===== config.mk =====
export PLATFORM = sky130hd
export DESIGN_NAME = rtm_retimer_ctrl
export DESIGN_NICKNAME = d
export VERILOG_FILES = /design/src/rtl/rtm_pkg.sv /design/src/rtl/rtm_sb_tracker.sv /design/src/rtl/rtm_chan_fsm.sv /design/src/rtl/rtm_retimer_ctrl.sv
export SDC_FILE = /design/constraint.sdc
export NUM_CORES = 1
export LEC_CHECK = 0
export BUFFER_PORTS_ARGS = -buffer_cell sky130_fd_sc_hd__buf_2
export CORE_ASPECT_RATIO = 0.7
export CORE_MARGIN = 2
export CORE_UTILIZATION = 39
export CTS_BUF_LIST = sky130_fd_sc_hd__clkbuf_16
export CTS_CLUSTER_DIAMETER = 60
export DETAILED_ROUTE_END_ITERATION = 8
export PLACE_DENSITY = 0.7
export SYNTH_ARGS = -nofsm -noshare
export SYNTH_HDL_FRONTEND = slang
export SYNTH_SLANG_ARGS = --single-unit

===== constraint.sdc =====
create_clock -name clk -period 0.85 [get_ports clk]
set_input_delay 0.255 -clock clk [delete_from_list [all_inputs] [get_ports clk]]
set_output_delay 0.255 -clock clk [all_outputs]
set_load 0.05 [all_outputs]

===== src/rtl/rtm_pkg.sv =====
package rtm_pkg;
   typedef enum logic [1:0] {TX_IDLE = 2'd0, TX_WAKE = 2'd1, TX_FWD = 2'd2} tx_src_e;
   typedef enum logic [1:0] {CH_DETECT = 2'd0, CH_LOCK = 2'd1, CH_FWD = 2'd2} chan_e;
   typedef enum logic [1:0] {PH_INIT = 2'd0, PH_PARAM = 2'd1, PH_EQ = 2'd2} phase_e;
   typedef enum logic [1:0] {SB_OTHER = 2'd0, SB_BCAST = 2'd1, SB_RESUME = 2'd2} sb_kind_e;
endpackage


===== src/rtl/rtm_sb_tracker.sv =====
module rtm_sb_tracker
   import rtm_pkg::*;
#(
   parameter int PW      = 8,
   parameter bit REG_OUT = 1'b1
) (
   input  logic          clk,
   input  logic          rst,
   input  logic          sb_valid,
   input  logic          sb_from_dn,
   input  logic [1:0]    sb_kind,
   input  logic [PW-1:0] sb_data,
   output logic [1:0]    port_valid,
   output logic [PW-1:0] port_data [2],
   output logic [PW-1:0] params,
   output logic          eq_phase
);
   localparam int NPORT = 2;

   phase_e        phase_q;
   logic          is_bcast, is_resume, is_relay;
   logic [1:0]    v_nxt;

   always_comb begin
      is_bcast  = sb_valid && (sb_kind == SB_BCAST);
      is_resume = sb_valid && (sb_kind == SB_RESUME);
      is_relay  = sb_valid && (sb_kind != SB_BCAST);
      v_nxt[0]  = is_bcast || (is_relay && sb_from_dn);
      v_nxt[1]  = is_bcast || (is_relay && !sb_from_dn);
   end

   always_ff @(posedge clk) begin
      if (rst) begin
         phase_q <= PH_INIT;
         params  <= '0;
      end else begin
         if (is_bcast) params <= sb_data;
         if (is_resume) phase_q <= PH_EQ;
         else if (is_bcast && phase_q == PH_INIT) phase_q <= PH_PARAM;
      end
   end

   assign eq_phase = (phase_q == PH_EQ);

   // index 0 = upstream port, index 1 = downstream port
   for (genvar p = 0; p < NPORT; p++) begin : g_port
      if (REG_OUT) begin : g_reg
         always_ff @(posedge clk) begin
            if (rst) begin
               port_valid[p] <= 1'b0;
               port_data[p]  <= '0;
            end else begin
               port_valid[p] <= v_nxt[p];
               port_data[p]  <= v_nxt[p] ? sb_data : '0;
            end
         end
      end else begin : g_comb
         assign port_valid[p] = v_nxt[p];
         assign port_data[p]  = v_nxt[p] ? sb_data : '0;
      end
   end

   if (REG_OUT) begin : g_chk
      p_bcast_both_r9: assert property (@(posedge clk) disable iff (rst)
         (sb_valid && sb_kind == SB_BCAST) |=> (port_valid == 2'b11 &&
            port_data[0] == $past(sb_data) && port_data[1] == $past(sb_data)));
      p_src_quiet_r8: assert property (@(posedge clk) disable iff (rst)
         (sb_valid && sb_kind == SB_OTHER && sb_from_dn) |=> (port_valid == 2'b01));
   end
   p_params_r9: assert property (@(posedge clk) disable iff (rst)
      (sb_valid && sb_kind == SB_BCAST) |=> (params == $past(sb_data)));
   p_resume_eq_r10: assert property (@(posedge clk) disable iff (rst)
      (sb_valid && sb_kind == SB_RESUME) |=> eq_phase);
endmodule


===== src/rtl/rtm_chan_fsm.sv =====
module rtm_chan_fsm
   import rtm_pkg::*;
#(
   parameter int IDX_W = 3
) (
   input  logic             clk,
   input  logic             rst,
   input  logic [IDX_W-1:0] rt_index,
   input  logic             eq_phase,
   input  logic             rx_active,
   input  logic             rx_slos,
   input  logic             cdr_lock,
   input  logic             train_all_done,
   input  logic             clk_switch_ok,
   output tx_src_e          tx_src,
   output logic             clk_rec,
   output logic [IDX_W-1:0] wake_id
);
   chan_e state_q;
   logic  waking_q;
   logic  switch_ok;

   assign switch_ok = cdr_lock && train_all_done && clk_switch_ok;

   always_ff @(posedge clk) begin
      if (rst) begin
         state_q  <= CH_DETECT;
         waking_q <= 1'b0;
      end else if (!rx_active) begin
         state_q  <= CH_DETECT;
         waking_q <= 1'b0;
      end else begin
         unique case (state_q)
            CH_DETECT: begin
               state_q  <= CH_LOCK;
               waking_q <= 1'b0;
            end
            CH_LOCK: begin
               if (!waking_q) begin
                  if (rx_slos && eq_phase) waking_q <= 1'b1;
               end else if (switch_ok) begin
                  state_q  <= CH_FWD;
                  waking_q <= 1'b0;
               end
            end
            default: state_q <= CH_FWD;
         endcase
      end
   end

   always_comb begin
      tx_src  = TX_IDLE;
      clk_rec = 1'b0;
      wake_id = '0;
      if (state_q == CH_FWD) begin
         tx_src  = TX_FWD;
         clk_rec = 1'b1;
      end else if (state_q == CH_LOCK && waking_q) begin
         tx_src  = TX_WAKE;
         wake_id = rt_index;
      end
   end

   p_loss_idle_r7: assert property (@(posedge clk) disable iff (rst)
      !rx_active |=> (tx_src == TX_IDLE && !clk_rec));
   p_switch_cond_r5: assert property (@(posedge clk) disable iff (rst)
      $rose(clk_rec) |-> $past(switch_ok && rx_active));
   p_wake_gate_r4: assert property (@(posedge clk) disable iff (rst)
      (tx_src == TX_WAKE && $past(tx_src) != TX_WAKE) |-> $past(rx_slos && eq_phase));
   p_fwd_from_wake_r6: assert property (@(posedge clk) disable iff (rst)
      (tx_src == TX_FWD && $past(tx_src) != TX_FWD) |-> $past(tx_src) == TX_WAKE);
endmodule


===== src/rtl/rtm_retimer_ctrl.sv =====
module rtm_retimer_ctrl
   import rtm_pkg::*;
#(
   parameter int PW      = 8,
   parameter int IDX_W   = 3,
   parameter bit REG_OUT = 1'b1
) (
   input  logic             clk,
   input  logic             rst,
   input  logic [IDX_W-1:0] rt_index,
   input  logic             rx_active,
   input  logic             rx_slos,
   input  logic             cdr_lock,
   input  logic             train_all_done,
   input  logic             clk_switch_ok,
   input  logic             sb_valid,
   input  logic             sb_from_dn,
   input  logic [1:0]       sb_kind,
   input  logic [PW-1:0]    sb_data,
   output logic             sb_up_valid,
   output logic [PW-1:0]    sb_up_data,
   output logic             sb_dn_valid,
   output logic [PW-1:0]    sb_dn_data,
   output logic [PW-1:0]    link_params,
   output logic [1:0]       tx_src,
   output logic             clk_recovered,
   output logic [IDX_W-1:0] wake_id
);
   localparam int MAX_IDX = (1 << IDX_W) - 1;

   if (PW < 1) begin : g_bad_pw
      $error("PW must be at least 1");
   end
   if (IDX_W < 1 || IDX_W > 8) begin : g_bad_idx
      $error("IDX_W must be 1 to 8");
   end

   logic [1:0]    pv;
   logic [PW-1:0] pd [2];
   logic          eq_phase;
   tx_src_e       tx_e;

   rtm_sb_tracker #(.PW(PW), .REG_OUT(REG_OUT)) sb_i (
      .clk(clk), .rst(rst), .sb_valid(sb_valid), .sb_from_dn(sb_from_dn),
      .sb_kind(sb_kind), .sb_data(sb_data), .port_valid(pv), .port_data(pd),
      .params(link_params), .eq_phase(eq_phase));

   rtm_chan_fsm #(.IDX_W(IDX_W)) ch_i (
      .clk(clk), .rst(rst), .rt_index(rt_index), .eq_phase(eq_phase),
      .rx_active(rx_active), .rx_slos(rx_slos), .cdr_lock(cdr_lock),
      .train_all_done(train_all_done), .clk_switch_ok(clk_switch_ok),
      .tx_src(tx_e), .clk_rec(clk_recovered), .wake_id(wake_id));

   assign sb_up_valid = pv[0];
   assign sb_up_data  = pd[0];
   assign sb_dn_valid = pv[1];
   assign sb_dn_data  = pd[1];
   assign tx_src      = tx_e;

   always_ff @(posedge clk) begin
      if (!rst) begin
         p_index_range_r3: assert (int'(rt_index) >= 1 && int'(rt_index) <= MAX_IDX);
      end
   end
endmodule


# Word-level counts from Yosys, hierarchy flattened
# Cells that the tools add are included.
dict set report word_totals {
  register_bits 31
  output_inout_bits 32
  word_cells 56
  in_bits 22
}
dict set report op_classes {
  mux 14
  reduce_logical 22
  bitwise_logic 3
  eq_ne 8
}
# op n
set ops {}
lappend ops {{1-bit logical AND} 10}
lappend ops {{2-bit two-way mux} 5}
lappend ops {{2-bit OR reduction} 4}
lappend ops {{2-bit equality test (second input constant)} 3}
lappend ops {{3-bit two-way mux} 2}
lappend ops {{2-bit by 1-bit inequality test with 1-bit output (second input constant)} 3}
lappend ops {{1-bit two-way mux} 5}
lappend ops {{2-bit by 1-bit equality test with 1-bit output (second input constant)} 2}
lappend ops {{2-bit zero test} 2}
lappend ops {{2-bit case mux with 2 select lines} 1}
lappend ops {{2-bit nonzero test} 2}
lappend ops {{1-bit inverter} 3}
lappend ops {{1-bit logical OR} 2}
lappend ops {{1-bit case mux with 2 select lines} 1}
lappend ops {{2-bit AND reduction} 1}
lappend ops {{1-bit zero test} 1}

# Depth between registers and ports, before layout
dict set report logic_depth {
  word_depth 6
  mapped_depth 4
  depth_no_buf 3
}

# Hierarchy
# Synthesis repeated with hierarchy kept, for this count alone.
dict set report hier_totals {
  hier_cells 115
  hier_area_um2 1242.4
}
# mod cells_per_inst n_inst area_each_um2 seq_area_each_um2
set by_module_without_submodules {}
lappend by_module_without_submodules {rtm_sb_tracker 96 1 1074.8 560.5}
lappend by_module_without_submodules {rtm_chan_fsm 19 1 167.7 60.1}

# Worst setup path after synthesis
# OpenSTA, ideal clock, no wires.
dict set report synth_timing {
  kind {reg-to-output}
  startpoint {register ch_i.state_q[1]}
  endpoint {output tx_src[1]}
  slack_ns -0.881
  arrival_time_ns 1.476
  n_path_buf 1
  stages_incl_launch_ff 3
  required_time_ns 0.595
  path_cell_list {dfxtp_1 -> nor2b_1 -> buf_4}
}
dict set report synth_between {
  elab_chain_cells 2
}
# element line
set synth_rtl {}
lappend synth_rtl {{from (decl)} rtm_chan_fsm.sv:19} ;# chan_e state_q;
lappend synth_rtl {{from (signal assigned)} rtm_chan_fsm.sv:27} ;# state_q <= CH_DETECT;
lappend synth_rtl {{from (signal assigned)} rtm_chan_fsm.sv:30} ;# state_q <= CH_DETECT;
lappend synth_rtl {{from (signal assigned)} rtm_chan_fsm.sv:35} ;# state_q <= CH_LOCK;
lappend synth_rtl {{2-bit equality test} rtm_chan_fsm.sv:55} ;# if (state_q == CH_FWD) begin
lappend synth_rtl {{2-bit two-way mux} rtm_chan_fsm.sv:55}
lappend synth_rtl {{to (decl)} rtm_retimer_ctrl.sv:25} ;# output logic [1:0] tx_src,
# Every way passes these cells.

# Final worst setup path
dict set report layout_timing {
  startpoint {register ch_i.state_q[0]}
  endpoint {output wake_id[1]}
}
dict set report layout_between {
  elab_chain_cells 4
  elab_cells_between_ends 5
  classes_between {2 x eq/ne; 2 x mux; 1 x reduce/logical}
}
# element line
set layout_rtl {}
lappend layout_rtl {{2-bit by 1-bit equality test with 1-bit output} rtm_chan_fsm.sv:58} ;# end else if (state_q == CH_LOCK && waking_q) begin
lappend layout_rtl {{1-bit logical AND} rtm_chan_fsm.sv:58}
lappend layout_rtl {{3-bit two-way mux} rtm_chan_fsm.sv:58}
lappend layout_rtl {{3-bit two-way mux *} rtm_chan_fsm.sv:55}
lappend layout_rtl {{to (decl)} rtm_retimer_ctrl.sv:27} ;# output logic [IDX_W-1:0] wake_id
# Every way passes the cells marked *; elsewhere a longest branch is shown, timed or not.

==> results.sh <==
export IMPL_outcome="finished with violations"
export IMPL_violated_checks="negative setup slack"
export IMPL_rsz0062_at_grt="yes"
export IMPL_critPathCaptureType="output port"
export IMPL_sw_power_mw=0.9198
export IMPL_worst_ir_drop_vdd_uv=1183
export IMPL_final_cell_mix="28 x dfxtp_2, 25 x buf_8, 21 x buf_2, 16 x and2_1, 10 x buf_6"
export IMPL_drive_gt1_share_pct=71.95
export IMPL_timing_slew_headroom_pct=81.62
export IMPL_initial_core_util_pct=41.89
export IMPL_worstPathCellList="nor2b_4 > and3_4 > buf_8"
export IMPL_place_port_buffers=53
export IMPL_clock_tree_root_cell="clkbuf_16"
export IMPL_holdPathEnd="sb_i.port_data[14]"
export IMPL_number_of_vias_in_the_routed_layout=981
export IMPL_critPathArrivalTime_ns=1.14
export IMPL_syn_instance_count=96
export IMPL_sw_frac_of_total_pct=22.89
export IMPL_worst_hold_path_type="in2reg"
export IMPL_avgViaCountPerCell=4.955
export IMPL_grt_first_pass_wirelength_mm=4.429
export IMPL_initialDrtViolationCount=45
export IMPL_drt_total_wl_mm=3.340
export IMPL_critical_path_peak_fanout=4
export IMPL_clockPowerShare_pct=48.7
export IMPL_cell_count_after_placement=188
export IMPL_worst_path_largest_cell_delay_ns=0.33
export IMPL_register_bit_total_from_synthesis=31
export IMPL_critical_path_n_buffers_inverters=1
export IMPL_drt_wirelength_per_cell_um=16.87
export IMPL_antenna_violations_before_repair=0
export IMPL_sequentialPowerShare_pct=38.5
export IMPL_yosysTopAreaCell="dfxtp_1"
export IMPL_cp_slowest_cell="dfxtp_2"
export IMPL_max_cap_violations=0
export IMPL_cts_buffers=5
export IMPL_synthToLayoutAreaGrowth_pct=90.97
export IMPL_hold_slack_ns=0.2221
export IMPL_pin_count_of_the_biggest_net_entering_global_routing=12
export IMPL_reg2reg_from="ch_i.waking_q"
export IMPL_final_cell_area_um2=2012
export IMPL_synth_yosys_warnings=0
export IMPL_cp_start_kind="flop"
export IMPL_worst_hold_startpoint="sb_data[6]"
export IMPL_ios=54
export IMPL_cts_sinks=31
export IMPL_cts_htree_levels=2
export IMPL_fmax_mhz=718.0
export IMPL_drc_errors=0
export IMPL_hold_violations=0
export IMPL_die_area_um2=3140
export IMPL_hold_path_depth=2
export IMPL_syn_num_nets=118
export IMPL_final_setup_skew_ns=0.002372
export IMPL_finalMaxSlewViolations=0
export IMPL_worst_path_dominant_cell_family="simple AND/OR/NAND/NOR gates"
export IMPL_r2r_cells=3
export IMPL_combPwrFrac_pct=12.7
export IMPL_total_power_mw=4.019
export IMPL_layout_net_count=185
export IMPL_cts_root_to_sink_buffers=2
export IMPL_final_setup_violation_count=35
export IMPL_fillers=129
export IMPL_synth_top_cell_area_share_pct=58.91
export IMPL_synth_top_area_cells="dfxtp_1 59%, and2_1 9.5%, mux2i_1 7.6%"
export IMPL_synth_yosys_seq_area_share_pct=58.91
export IMPL_placed_area_um2=1441
export IMPL_final_common_cell="dfxtp_2"
export IMPL_worst_setup_slack_for_register_to_register_paths_ns=-0.13
export IMPL_die_x_um=66.12
export IMPL_timing_setup_critical_path_class="reg2out"
export IMPL_worstSkewPairLatency_ns=0.27
export IMPL_power_density_cell_area_nw_per_um2=1997
export IMPL_cp_required_ns=0.59
export IMPL_mapped_area_um2=1054
export IMPL_p_int_mw=3.099
export IMPL_power_leakage_nw=0.9313
export IMPL_min_period_over_period_pct=163.9
export IMPL_place_gp_congestion=0.7441
export IMPL_antenna_cells_inserted=0
export IMPL_detailed_place_hpwl_mm=1.765
export IMPL_die_height_um=47.49
export IMPL_postRouteAntennaNets=0
export IMPL_layout_cells_non_filler=198
export IMPL_finalWorstSetupSlack_ns=-0.5427
export IMPL_min_period_ns=1.393
export IMPL_grt_overflow_total=0
export IMPL_num_rows=15
export IMPL_gr_usage_all_layers_pct=20.11
export IMPL_worst_slew_pin_slew_ns=0.2751
export IMPL_avgSynthCellArea_um2=10.97
export IMPL_drt_pre_antenna_iters=4
export IMPL_critical_path_reg2reg_endpoint="ch_i.waking_q"
export IMPL_first_global_vias=973
export IMPL_clk_pin_slew_ns=0.05
export IMPL_fp_coreArea_um2=2515
export IMPL_yosys_cell_types_count=23
export IMPL_cts_tree="yes"
export IMPL_fin_setup_tns_ns=-7.224
## worst reg2reg max path: stages, from the launching register on
cell      delay [ns]
dfxtp_4         0.38
nor4bb_4        0.26
nand2_1         0.08
a31oi_1         0.17
## routing by layer
layer	global-route usage, %	routed length (µm)	vias up
li1	-	-	450
met5	0	0	-
met1	21.17	1273	474
met3	5.412	157	11
met2	39.20	1817	46
met4	8.980	92	0
## layout make-up
cell class / count / area, µm² / share of cell area, %
Sequential cell: 31 / 666.9 / 33.15
Timing Repair Buffer: 63 / 645.6 / 32.09
Multi-Input combinational cell: 61 / 489.2 / 24.32
Clock buffer: 5 / 125.1 / 6.219
Tap cell: 34 / 42.54 / 2.114
Clock inverter: 3 / 38.79 / 1.928
Inverter: 1 / 3.754 / 0.1866
## stage by stage
step	utilization, %	setup slack [ns]
floorplan	-	-0.3143
global placement	57.31	-0.3282
detailed placement	57.31	-0.3662
CTS	77.06	-0.5035
global route	80.00	-0.5638
finish	80.00	-0.5427
## state kept, by name, indices dropped and copies added, names as in the netlist
| name | count |
|---|---|
| sb_i.port_data | 16 |
| sb_i.params | 8 |
| ch_i.state_q | 2 |
| sb_i.phase_q | 2 |
| sb_i.port_valid | 2 |
| ch_i.waking_q | 1 |
## power groups by stage
stage	Clock [mW]	Combinational [mW]	Sequential, mW
floorplan	0	0.102	1.71
global placement	0	0.396	1.55
detailed placement	0	0.401	1.55
CTS	1.99	0.476	1.54
global route	2.05	0.533	1.55
finish	1.96	0.512	1.55
## cell families after synthesis
kind of cell	share of synthesized area, %
buf+inv	2.494
mux	7.601
compound gates	6.531
simple gates	24.47
flops	58.91
## worst max path at each step
stage | start | to | slack (ns) | cells past startpoint
global placement | ch_i.state_q[0] | wake_id[0] | -0.33 | 3
global route | ch_i.state_q[0] | wake_id[0] | -0.56 | 3
finish | ch_i.state_q[0] | wake_id[1] | -0.54 | 3
detailed placement | ch_i.state_q[0] | wake_id[1] | -0.37 | 3
floorplan | ch_i.state_q[1] | tx_src[1] | -0.31 | 2
CTS | ch_i.state_q[0] | wake_id[0] | -0.50 | 3
## synthesized netlist by cell type
| master | number |
|---|---|
| a21oi_1 | 1 |
| a21oi_4 | 2 |
| a31oi_1 | 1 |
| and2_1 | 16 |
| and3_1 | 3 |
| buf_4 | 1 |
| buf_6 | 1 |
| clkbuf_1 | 1 |
| dfxtp_1 | 31 |
| inv_1 | 1 |
| mux2i_1 | 8 |
| nand2_1 | 5 |
| nand2b_1 | 2 |
| nand2b_4 | 1 |
| nand3_1 | 2 |
| nand3b_1 | 1 |
| nor2_1 | 11 |
| nor2b_1 | 2 |
| nor3_1 | 1 |
| nor3b_1 | 1 |
| nor4bb_1 | 1 |
| o21ai_0 | 1 |
| o21ba_2 | 2 |
## repair_timing
item                                    4_1_cts  5_1_grt
pin swaps                                     4        4
buffers inserted                              2        0
endpoints found under the setup margin       35       37
gates resized for setup                     107       20
hold buffers                                  0        0
Power figures use the tool's default switching activity.
